<file path="src/rtl/key_queue_pkg.sv">
package key_queue_pkg;

    // Status word bit positions, decoded by host software
    localparam int ST_FULL_BIT = 3;
    localparam int ST_UND_BIT  = 5;
    localparam int ST_ERR_BIT  = 6;

    // Command opcodes in wdata[7:5]
    localparam logic [2:0] OPC_CLEAR = 3'b110;
    localparam logic [2:0] OPC_EOI   = 3'b111;

    typedef struct packed {
        logic pop;    // data read strobe
        logic clr;    // clear command with flag-clear bit
        logic eoi;    // end-interrupt command
    } bus_req_t;

    typedef struct packed {
        logic err;
        logic und;
        logic irq;
    } flag_t;

    function automatic logic [7:0] pack_status(input logic [2:0] cnt,
                                               input logic full,
                                               input flag_t fl);
        logic [7:0] s;
        s = '0;
        s[2:0] = cnt;
        s[ST_FULL_BIT] = full;
        s[ST_UND_BIT]  = fl.und;
        s[ST_ERR_BIT]  = fl.err;
        return s;
    endfunction

endpackage

</file>
<file path="src/rtl/key_queue_bus.sv">
module key_queue_bus
    import key_queue_pkg::*;
(
    input  logic       cs_n,
    input  logic       a0,
    input  logic       rd_n,
    input  logic       wr_n,
    input  logic [7:0] wdata,
    output bus_req_t   req
);
    logic rd_act;
    logic wr_cmd;

    always_comb begin
        rd_act  = !cs_n && !rd_n;
        wr_cmd  = !cs_n && !wr_n && a0;
        req.pop = rd_act && !a0;
        req.clr = wr_cmd && (wdata[7:5] == OPC_CLEAR) && wdata[0];
        req.eoi = wr_cmd && (wdata[7:5] == OPC_EOI);
    end

endmodule

</file>
<file path="src/rtl/key_queue_ring.sv">
module key_queue_ring #(
    parameter int DATA_W = 8,
    parameter int DEPTH  = 8
) (
    input  logic              clk,
    input  logic              rst,
    input  logic              push,
    input  logic              pop,
    input  logic              clr,
    input  logic [DATA_W-1:0] din,
    output logic [DATA_W-1:0] head,
    output logic [DATA_W-1:0] last,
    output logic [$clog2(DEPTH+1)-1:0] count,
    output logic              full,
    output logic              empty,
    output logic              nonempty_next
);
    localparam int PTR_W = (DEPTH > 1) ? $clog2(DEPTH) : 1;
    localparam int CNT_W = $clog2(DEPTH+1);
    localparam logic [PTR_W-1:0] PTR_LAST = PTR_W'(DEPTH - 1);
    localparam logic [CNT_W-1:0] CNT_MAX  = CNT_W'(DEPTH);

    logic [DATA_W-1:0] mem [DEPTH];
    logic [PTR_W-1:0]  wr_ptr, rd_ptr;
    logic [CNT_W-1:0]  cnt_d;
    logic              push_ok, pop_ok;

    function automatic logic [PTR_W-1:0] bump(input logic [PTR_W-1:0] p);
        return (p == PTR_LAST) ? '0 : p + 1'b1;
    endfunction

    always_comb begin
        full    = (count == CNT_MAX);
        empty   = (count == '0);
        push_ok = push && !full && !clr;
        pop_ok  = pop && !empty && !clr;
        if (clr)
            cnt_d = '0;
        else
            cnt_d = count + CNT_W'(push_ok) - CNT_W'(pop_ok);
        nonempty_next = (cnt_d != '0);
        head = mem[rd_ptr];
    end

    always_ff @(posedge clk) begin
        if (push_ok)
            mem[wr_ptr] <= din;
    end

    always_ff @(posedge clk) begin
        if (rst) begin
            wr_ptr <= '0;
            rd_ptr <= '0;
            count  <= '0;
            last   <= '0;
        end else begin
            count <= cnt_d;
            if (clr) begin
                wr_ptr <= '0;
                rd_ptr <= '0;
            end else begin
                if (push_ok) wr_ptr <= bump(wr_ptr);
                if (pop_ok) begin
                    rd_ptr <= bump(rd_ptr);
                    last   <= mem[rd_ptr];
                end
            end
        end
    end


    no_overflow_chk: assert property (@(posedge clk) disable iff (rst)
        full && !pop && !clr |=> count == CNT_MAX);


    pop_drain_chk: assert property (@(posedge clk) disable iff (rst)
        pop && !push && !clr && !empty |=> count == $past(count) - 1'b1);


    empty_pop_hold_chk: assert property (@(posedge clk) disable iff (rst)
        pop && empty && !push && !clr |=> empty && $stable(last));

endmodule

</file>
<file path="src/rtl/key_queue_flags.sv">
module key_queue_flags
    import key_queue_pkg::*;
(
    input  logic     clk,
    input  logic     rst,
    input  bus_req_t req,
    input  logic     key_valid,
    input  logic     full,
    input  logic     empty,
    input  logic     nonempty_next,
    output flag_t    fl
);
    always_ff @(posedge clk) begin
        if (rst) begin
            fl <= '0;
        end else if (req.clr) begin
            fl <= '0;
        end else begin
            if (key_valid && full) fl.err <= 1'b1;
            if (req.pop && empty)  fl.und <= 1'b1;
            fl.irq <= (req.pop || req.eoi) ? 1'b0 : nonempty_next;
        end
    end


    err_sticky_chk: assert property (@(posedge clk) disable iff (rst)
        fl.err && !req.clr |=> fl.err);


    irq_drop_chk: assert property (@(posedge clk) disable iff (rst)
        req.pop |=> !fl.irq);


    irq_has_data_chk: assert property (@(posedge clk) disable iff (rst)
        fl.irq |-> !empty);


    clear_flags_chk: assert property (@(posedge clk) disable iff (rst)
        req.clr |=> !fl.err && !fl.und && !fl.irq);

endmodule

</file>
<file path="src/rtl/key_queue_top.sv">
module key_queue_top
    import key_queue_pkg::*;
#(
    parameter int DATA_W = 8,
    parameter int DEPTH  = 8
) (
    input  logic              clk,
    input  logic              rst,
    input  logic              key_valid,
    input  logic [DATA_W-1:0] key_code,
    input  logic              cs_n,
    input  logic              a0,
    input  logic              rd_n,
    input  logic              wr_n,
    input  logic [7:0]        wdata,
    output logic [DATA_W-1:0] rdata,
    output logic              irq
);
    localparam int CNT_W = $clog2(DEPTH+1);

    bus_req_t          req;
    flag_t             fl;
    logic [DATA_W-1:0] head, last;
    logic [CNT_W-1:0]  count;
    logic              full, empty, nonempty_next;
    logic [7:0]        status;
    logic [2:0]        cnt_field;

    key_queue_bus u_bus (
        .cs_n  (cs_n),
        .a0    (a0),
        .rd_n  (rd_n),
        .wr_n  (wr_n),
        .wdata (wdata),
        .req   (req)
    );

    key_queue_ring #(.DATA_W(DATA_W), .DEPTH(DEPTH)) u_ring (
        .clk           (clk),
        .rst           (rst),
        .push          (key_valid && !fl.err),
        .pop           (req.pop),
        .clr           (req.clr),
        .din           (key_code),
        .head          (head),
        .last          (last),
        .count         (count),
        .full          (full),
        .empty         (empty),
        .nonempty_next (nonempty_next)
    );

    key_queue_flags u_flags (
        .clk           (clk),
        .rst           (rst),
        .req           (req),
        .key_valid     (key_valid),
        .full          (full),
        .empty         (empty),
        .nonempty_next (nonempty_next),
        .fl            (fl)
    );

    always_comb begin
        cnt_field = 3'(count);
        status    = pack_status(cnt_field, full, fl);
        if (a0)
            rdata = DATA_W'(status);
        else
            rdata = empty ? last : head;
        irq = fl.irq;
    end


    overrun_err_chk: assert property (@(posedge clk) disable iff (rst)
        key_valid && full && !req.clr |=> fl.err);


    err_blocks_chk: assert property (@(posedge clk) disable iff (rst)
        fl.err && !req.pop && !req.clr |=> $stable(count));


    eoi_keeps_chk: assert property (@(posedge clk) disable iff (rst)
        req.eoi && !key_valid && !req.pop |=> !irq && $stable(count));

endmodule

</file>
<file path="config.mk">
export PLATFORM = sky130hd
export DESIGN_NAME = key_queue_top
export DESIGN_NICKNAME = d
export VERILOG_FILES = /design/src/rtl/key_queue_pkg.sv /design/src/rtl/key_queue_bus.sv /design/src/rtl/key_queue_ring.sv /design/src/rtl/key_queue_flags.sv /design/src/rtl/key_queue_top.sv
export SDC_FILE = /design/constraint.sdc
export NUM_CORES = 1
export LEC_CHECK = 0
export ABC_AREA = 1
export BUFFER_PORTS_ARGS = -buffer_cell sky130_fd_sc_hd__buf_2
export CAP_MARGIN = 0
export CORE_MARGIN = 3
export CORE_UTILIZATION = 55
export DETAILED_ROUTE_END_ITERATION = 8
export PLACE_DENSITY = 0.74
export SETUP_SLACK_MARGIN = 0.02
export SYNTH_ARGS = -nofsm -noshare
export SYNTH_HDL_FRONTEND = slang
export SYNTH_SLANG_ARGS = --single-unit
</file>
<file path="constraint.sdc">
create_clock -name clk -period 2.7 [get_ports clk]
set_clock_uncertainty 0.05 [all_clocks]
set_input_delay 0.135 -clock clk [delete_from_list [all_inputs] [get_ports clk]]
set_output_delay 0.135 -clock clk [all_outputs]
set_load 0.02 [all_outputs]
</file>
Word-level counts from Yosys, hierarchy flattened
Memories as Yosys holds them, arrays and structs flattened. A register that Yosys moved wholly into a read port is not among the register bits.
Index checks and enable logic that the tools add are counted.
{ "word_totals": {"ram_bits": 64, "reg_bits": 21, "mem_count": 1} }
{ "memory_table": {"columns": ["name", "words", "word_bits", "read_ports", "rd_clocked_by_memory_dff", "write_ports", "line", "source"], "rows": [
  ["u_ring.mem", 8, 8, 1, 1, 1, "key_queue_ring.sv:23", "logic [DATA_W-1:0] mem [DEPTH];"]
]} }
{ "op_classes": {"n_mux": 9, "reduce_logical": 28, "addsub": 4, "n_eq_ne": 5, "n_bitwise": 1} }
{ "ops": {"columns": ["cell", "n"], "rows": [
  ["$mux W8", 2],
  ["$logic_and A1 B1 Y1", 14],
  ["$eq A3 B3 Y1 const B", 4],
  ["$mux W3", 4],
  ["$logic_not A1 Y1", 8],
  ["$add A3 B1 Y3 const B", 2],
  ["$add A4 B1 Y4", 1],
  ["$eq A4 B4 Y1 const B", 1],
  ["$logic_not A4 Y1", 1],
  ["$mux W4", 1],
  ["$reduce_bool A4 Y1", 1],
  ["$sub A4 B1 Y4", 1],
  ["$reduce_or A3 Y1", 1],
  ["$mux W1", 2],
  ["$reduce_and A2 Y1", 1],
  ["$reduce_or A2 Y1", 1],
  ["$logic_or A1 B1 Y1", 1],
  ["$not A1 Y1", 1]
]} }

Depth between registers and ports, before layout
{ "depth": {"ltp_word": 11, "mapped_depth": 14} }

Hierarchy
A second synthesis with hierarchy kept.
{ "unflattened": {"cells_unflattened": 488, "hier_area_um2": 4246.6} }
{ "by_module_without_submodules": {"columns": ["mod", "area_per_inst_um2", "cells_per_inst", "instances", "seq_area_each_um2"], "rows": [
  ["key_queue_ring", 3865.0, 406, 1, 2342.2],
  ["key_queue_top", 219.0, 53, 1, 0.0],
  ["key_queue_flags", 118.9, 18, 1, 60.1],
  ["key_queue_bus", 43.8, 11, 1, 0.0]
]} }

Least setup slack after synthesis
Ideal clock, no wire load.
{ "synth_path": {"kind": "reg2reg", "from": "reg u_ring.count[2]", "to": "reg, netlist name u_flags.fl[0]", "path_slack_ns": 0.431, "arrival_time_ns": 2.101, "setup_ns": 0.118, "stages_incl_launch_ff": 15, "path_buffers": 1, "synth_period_minus_slack_ns": 2.269, "path_cell_list": "dfxtp_1 -> inv_1 -> ha_1 -> nand2_2 -> nand2_2 -> inv_2 -> buf_6 -> ha_1 -> inv_1 -> ha_1 -> fa_1 -> xnor2_1 -> nand3_1 -> nand2_1 -> a21oi_1"} }
{ "synth_between": {"elab_chain_len": 8, "word_cells_on_any_way": 12, "classes_between": "add/sub (2); eq/ne (1); mux (1); reduce/logical (8)"} }
{ "synth_lines": {"columns": ["item", "line", "source"], "rows": [
  ["start: declaration", "key_queue_ring.sv:13", "output logic [$clog2(DEPTH+1)-1:0] count,"],
  ["start signal: assignment", "key_queue_ring.sv:57", "count <= cnt_d;"],
  ["$eq A4 B4 Y1", "key_queue_ring.sv:33", "full = (count == CNT_MAX);"],
  ["$logic_not A1 Y1", "key_queue_ring.sv:35", "push_ok = push && !full && !clr;"],
  ["$logic_and A1 B1 Y1 (2 in series)", "key_queue_ring.sv:35", null],
  ["$add A4 B1 Y4", "key_queue_ring.sv:40", "cnt_d = count + CNT_W'(push_ok) - CNT_W'(pop_ok);"],
  ["$sub A4 B1 Y4 (*)", "key_queue_ring.sv:40", null],
  ["$mux W4 (*)", "key_queue_ring.sv:37", "if (clr)"],
  ["$reduce_bool A4 Y1 (*)", "key_queue_ring.sv:41", "nonempty_next = (cnt_d != '0);"]
]} }
Every way passes the cells marked *; elsewhere a longest branch is shown, timed or not.
A chain may end at the register's enable or synchronous reset.

Worst setup path in the final report
{ "layout_path": {"from": "reg u_ring.count[2]", "to": "reg, netlist name u_flags.fl[0]"} }
{ "layout_between": {"elab_chain_len": 8, "word_cells_on_any_way": 12, "classes_between": "add/sub (2); eq/ne (1); mux (1); reduce/logical (8)"} }
{ "layout_lines": {"columns": ["item", "line"], "rows": [
  ["$eq A4 B4 Y1", "key_queue_ring.sv:33"],
  ["$logic_not A1 Y1", "key_queue_ring.sv:35"],
  ["$logic_and A1 B1 Y1 (2 in series)", "key_queue_ring.sv:35"],
  ["$add A4 B1 Y4", "key_queue_ring.sv:40"],
  ["$sub A4 B1 Y4 (*)", "key_queue_ring.sv:40"],
  ["$mux W4 (*)", "key_queue_ring.sv:37"],
  ["$reduce_bool A4 Y1 (*)", "key_queue_ring.sv:41"]
]} }
Marks and branches as above.

==> metrics.csv <==
stage,metric,value,unit
critical_path,worst r2r src,u_ring.count[2],
timing,Fin Hold WS,0.0141,ns
detailed_routing,iteration count of the initial detailed-routing pass,4,
timing,Final TNS setup,0,ns
detailed_routing,Post-Route WL,8.50,mm
die,die area,8650,um^2
detailed_routing,Iteration-0 DRC Markers,206,
global_route,initial antenna violation count,0,
hold_path,hold_sp,key_code[5],
synthesis,Yosys top cell by area,edfxtp_1,
clock_network,"Clk Latency, worst-skew pair",0.35,ns
synthesis,share of the synthesized area in the top cell type,0.462,
finish,Fillers,636,
synthesis,Mapped Area,4160,um^2
place,Final Wtd Congestion,0.834,
critical_path,CP max stage cell,fa_1,
synthesis,ys async rst share,0,
clock_network,CTS buffer count,9,
clock_network,post-cts repair resize count,0,
place,detailed placer's ending HPWL,5.71,mm
timing,Max Fclk,428,MHz
global_route,largest net degree at the start of global routing,29,
critical_path,Most Frequent Cell on Critical Path,ha_1,
timing,worst slew pin tran,0.488,ns
critical_path,critical path endpoint category,flip-flop,
synthesis,"Net Count, Synth",503,
critical_path,crit path cell chain,"inv_1, ha_1, nand2_2, nand2_2, inv_2, ha_1, inv_1, ha_1, fa_1, xnor2_1, nand3_1, nand2_1, a21oi_1",
synthesis,"Seq/Total Area, Yosys",0.577,
synthesis,Cells after Synth,469,
clock_network,CTS sink cnt,88,
finish,"Design Area, Final",4610,um^2
die,Top Ports,32,
global_route,All-Layer GR Usage,0.214,
critical_path,Critical path origin,u_ring.count[2],
detailed_routing,routed via count,3043,
critical_path,CP Class,reg -> reg,
timing,minimum clock period,2.34,ns
hold_path,HP Class,in -> reg,
run_status,status,completed,
clock_network,clock transition at the registers of the reported paths,0.08,ns
global_route,first-pass GRT wire length,14.0,mm
critical_path,Reg2Reg Setup Slack,0.36,ns
die,Initial Util,0.571,
timing,RSZ-0062 raised after global routing,no,
finish,nets@finish,543,
synthesis,synth warn,0,
critical_path,Top Family by Delay on Critical Path,adder cells,
detailed_routing,vias per inst,4.96,
clock_network,clock buffer depth,2,
die,Die Ht,93.0,um
critical_path,Crit path arrival time,2.54,ns
finish,area added between synthesis and finish,10.9,%
timing,"Hold Violations, Final",0,
finish,layout cells sized above 1,0.130,
die,area of the core,7290,um^2
synthesis,Yosys cell types,26,
critical_path,CP max stage delay,0.39,ns
power,Pwr Total,3.71,mW
synthesis,register bit count reported by yosys,88,
clock_network,H-Tree Depth,3,
synthesis,most common flop cell mapped by yosys,edfxtp_1,
global_route,gr ovfl total,0,
timing,Slew headroom,0.674,
timing,pins over their slew limit,0,
clock_network,CTS tree,yes,
power,Peak VDD IR,0.000392,V
synthesis,average size of a mapped cell,8.87,um^2
power,LEAKAGE,2.16,nW
critical_path,required time worst endpoint,2.90,ns
synthesis,synth top area cells,"edfxtp_1 (46%), nand2_1 (12%), dfxtp_1 (12%)",
synthesis,"EDFF count, synth",64,
power,PwrDens,803,nW/um^2
clock_network,root buf cell,clkbuf_8,
timing,final setup vio count,0,
die,Chip Width,93.0,um
detailed_routing,DRC viols,0,
die,Std-Cell Rows,31,
critical_path,WP buf/inv,3,
place,Placed Area,4380,um^2
global_route,vias in the first global route,2813,
detailed_routing,Avg WL per Cell,13.9,um
place,Port-buffer cells,27,
place,pre-CTS setup slack,0.405,ns
job,max_cap viols,0,
timing,final worst-path cycle share,0.866,
timing,worst setup margin,0.361,ns
critical_path,crit-path max FO,13,
finish,# diodes,0,
detailed_routing,Routed Antenna Nets,0,
critical_path,CP startpoint kind,flip-flop,
==> cells in the mapped netlist, types with 2 or more instances <==
master,instances
nor2_1,46
buf_2,2
buf_6,8
ha_1,10
dfxtp_1,24
edfxtp_1,64
o21ai_1,5
nand2_2,4
inv_1,85
nand3_1,43
inv_2,3
o21ai_0,12
nor2_2,2
nand2_1,135
buf_4,4
a21oi_1,12
==> path summary, 6_finish.rpt <==
path                           end  cells after the start
hold / removal    u_ring.mem[6][5]                      1
setup / recovery     u_flags.fl[0]                     13
setup reg to reg     u_flags.fl[0]                     13
hold reg to reg          flip-flop                      2
==> sequential cells by signal, indices dropped and copies added (netlist names), named ones only <==
signal	cells
u_ring.wr_ptr	3
u_ring.last	8
u_ring.rd_ptr	3
u_flags.fl	3
u_ring.mem	64
u_ring.count	4
==> layer usage <==
metal / vias to the layer above / routed length (um) / track usage
met1: 1398 / 3740 / 0.294
li1: 1542 / - / -
met5: - / 0 / 0
met2: 87 / 4030 / 0.338
met3: 16 / 537 / 0.0426
met4: 0 / 191 / 0.0794
==> power breakdown <==
part	leakage (nW)	internal (mW)	switching, mW	total (mW)
Clock	0.0898	0.422	0.446	0.868
Sequential	0.776	1.60	0.0732	1.67
Combinational	1.29	0.406	0.765	1.17
Total	2.16	2.42	1.28	3.71
==> logic make-up (layout without fill, tap and decap cells) <==
family / after synthesis / in the layout / share of synthesized area
flip-flops: 88 / 88 / 0.577
buffers and inverters: 105 / 150 / 0.114
AO/OA/AOI/OAI: 30 / 30 / 0.0367
XOR/XNOR: 1 / 1 / 0.00211
adder cells (fa/ha/maj): 11 / 11 / 0.0349
AND/OR/NAND/NOR: 234 / 234 / 0.235
==> per-stage QoR <==
step           instances   util
2_1_floorplan        469      -
3_3_place_gp         592  0.600
3_5_place_dp         592  0.600
4_1_cts              613  0.633
5_1_grt              613  0.633
6_report             613  0.633
==> cell usage in the layout (no fill, tap or decap), types with 2 or more instances in the layout <==
master,synthesis,final
inv_2,3,3
nor2_2,2,2
edfxtp_1,64,64
clkbuf_8,0,9
nand3_1,43,43
buf_2,2,27
a21oi_1,12,12
inv_1,85,85
o21ai_0,12,12
o21ai_1,5,5
dlygate4sd3_1,0,5
nor2_1,46,46
buf_4,4,12
clkinv_1,1,2
ha_1,10,10
nand2_2,4,4
nand2_1,135,135
dfxtp_1,24,24
==> layout make-up <==
type	instances	area, um^2	share of cell area
clock buffers	10	128	0.0277
clock inverters	6	60.1	0.0130
inverters	90	340	0.0738
multi-input cells	276	1280	0.278
flip-flops and latches	88	2400	0.521
well taps	99	124	0.0268
repair buffers	44	275	0.0597
==> repair_timing <==
item / 4_1_cts / 5_1_grt
hold endpoints to repair: 31 / 0
setup buffers: 0 / 0
hold buffers: 5 / 0
Power figures use the tool's default switching activity.
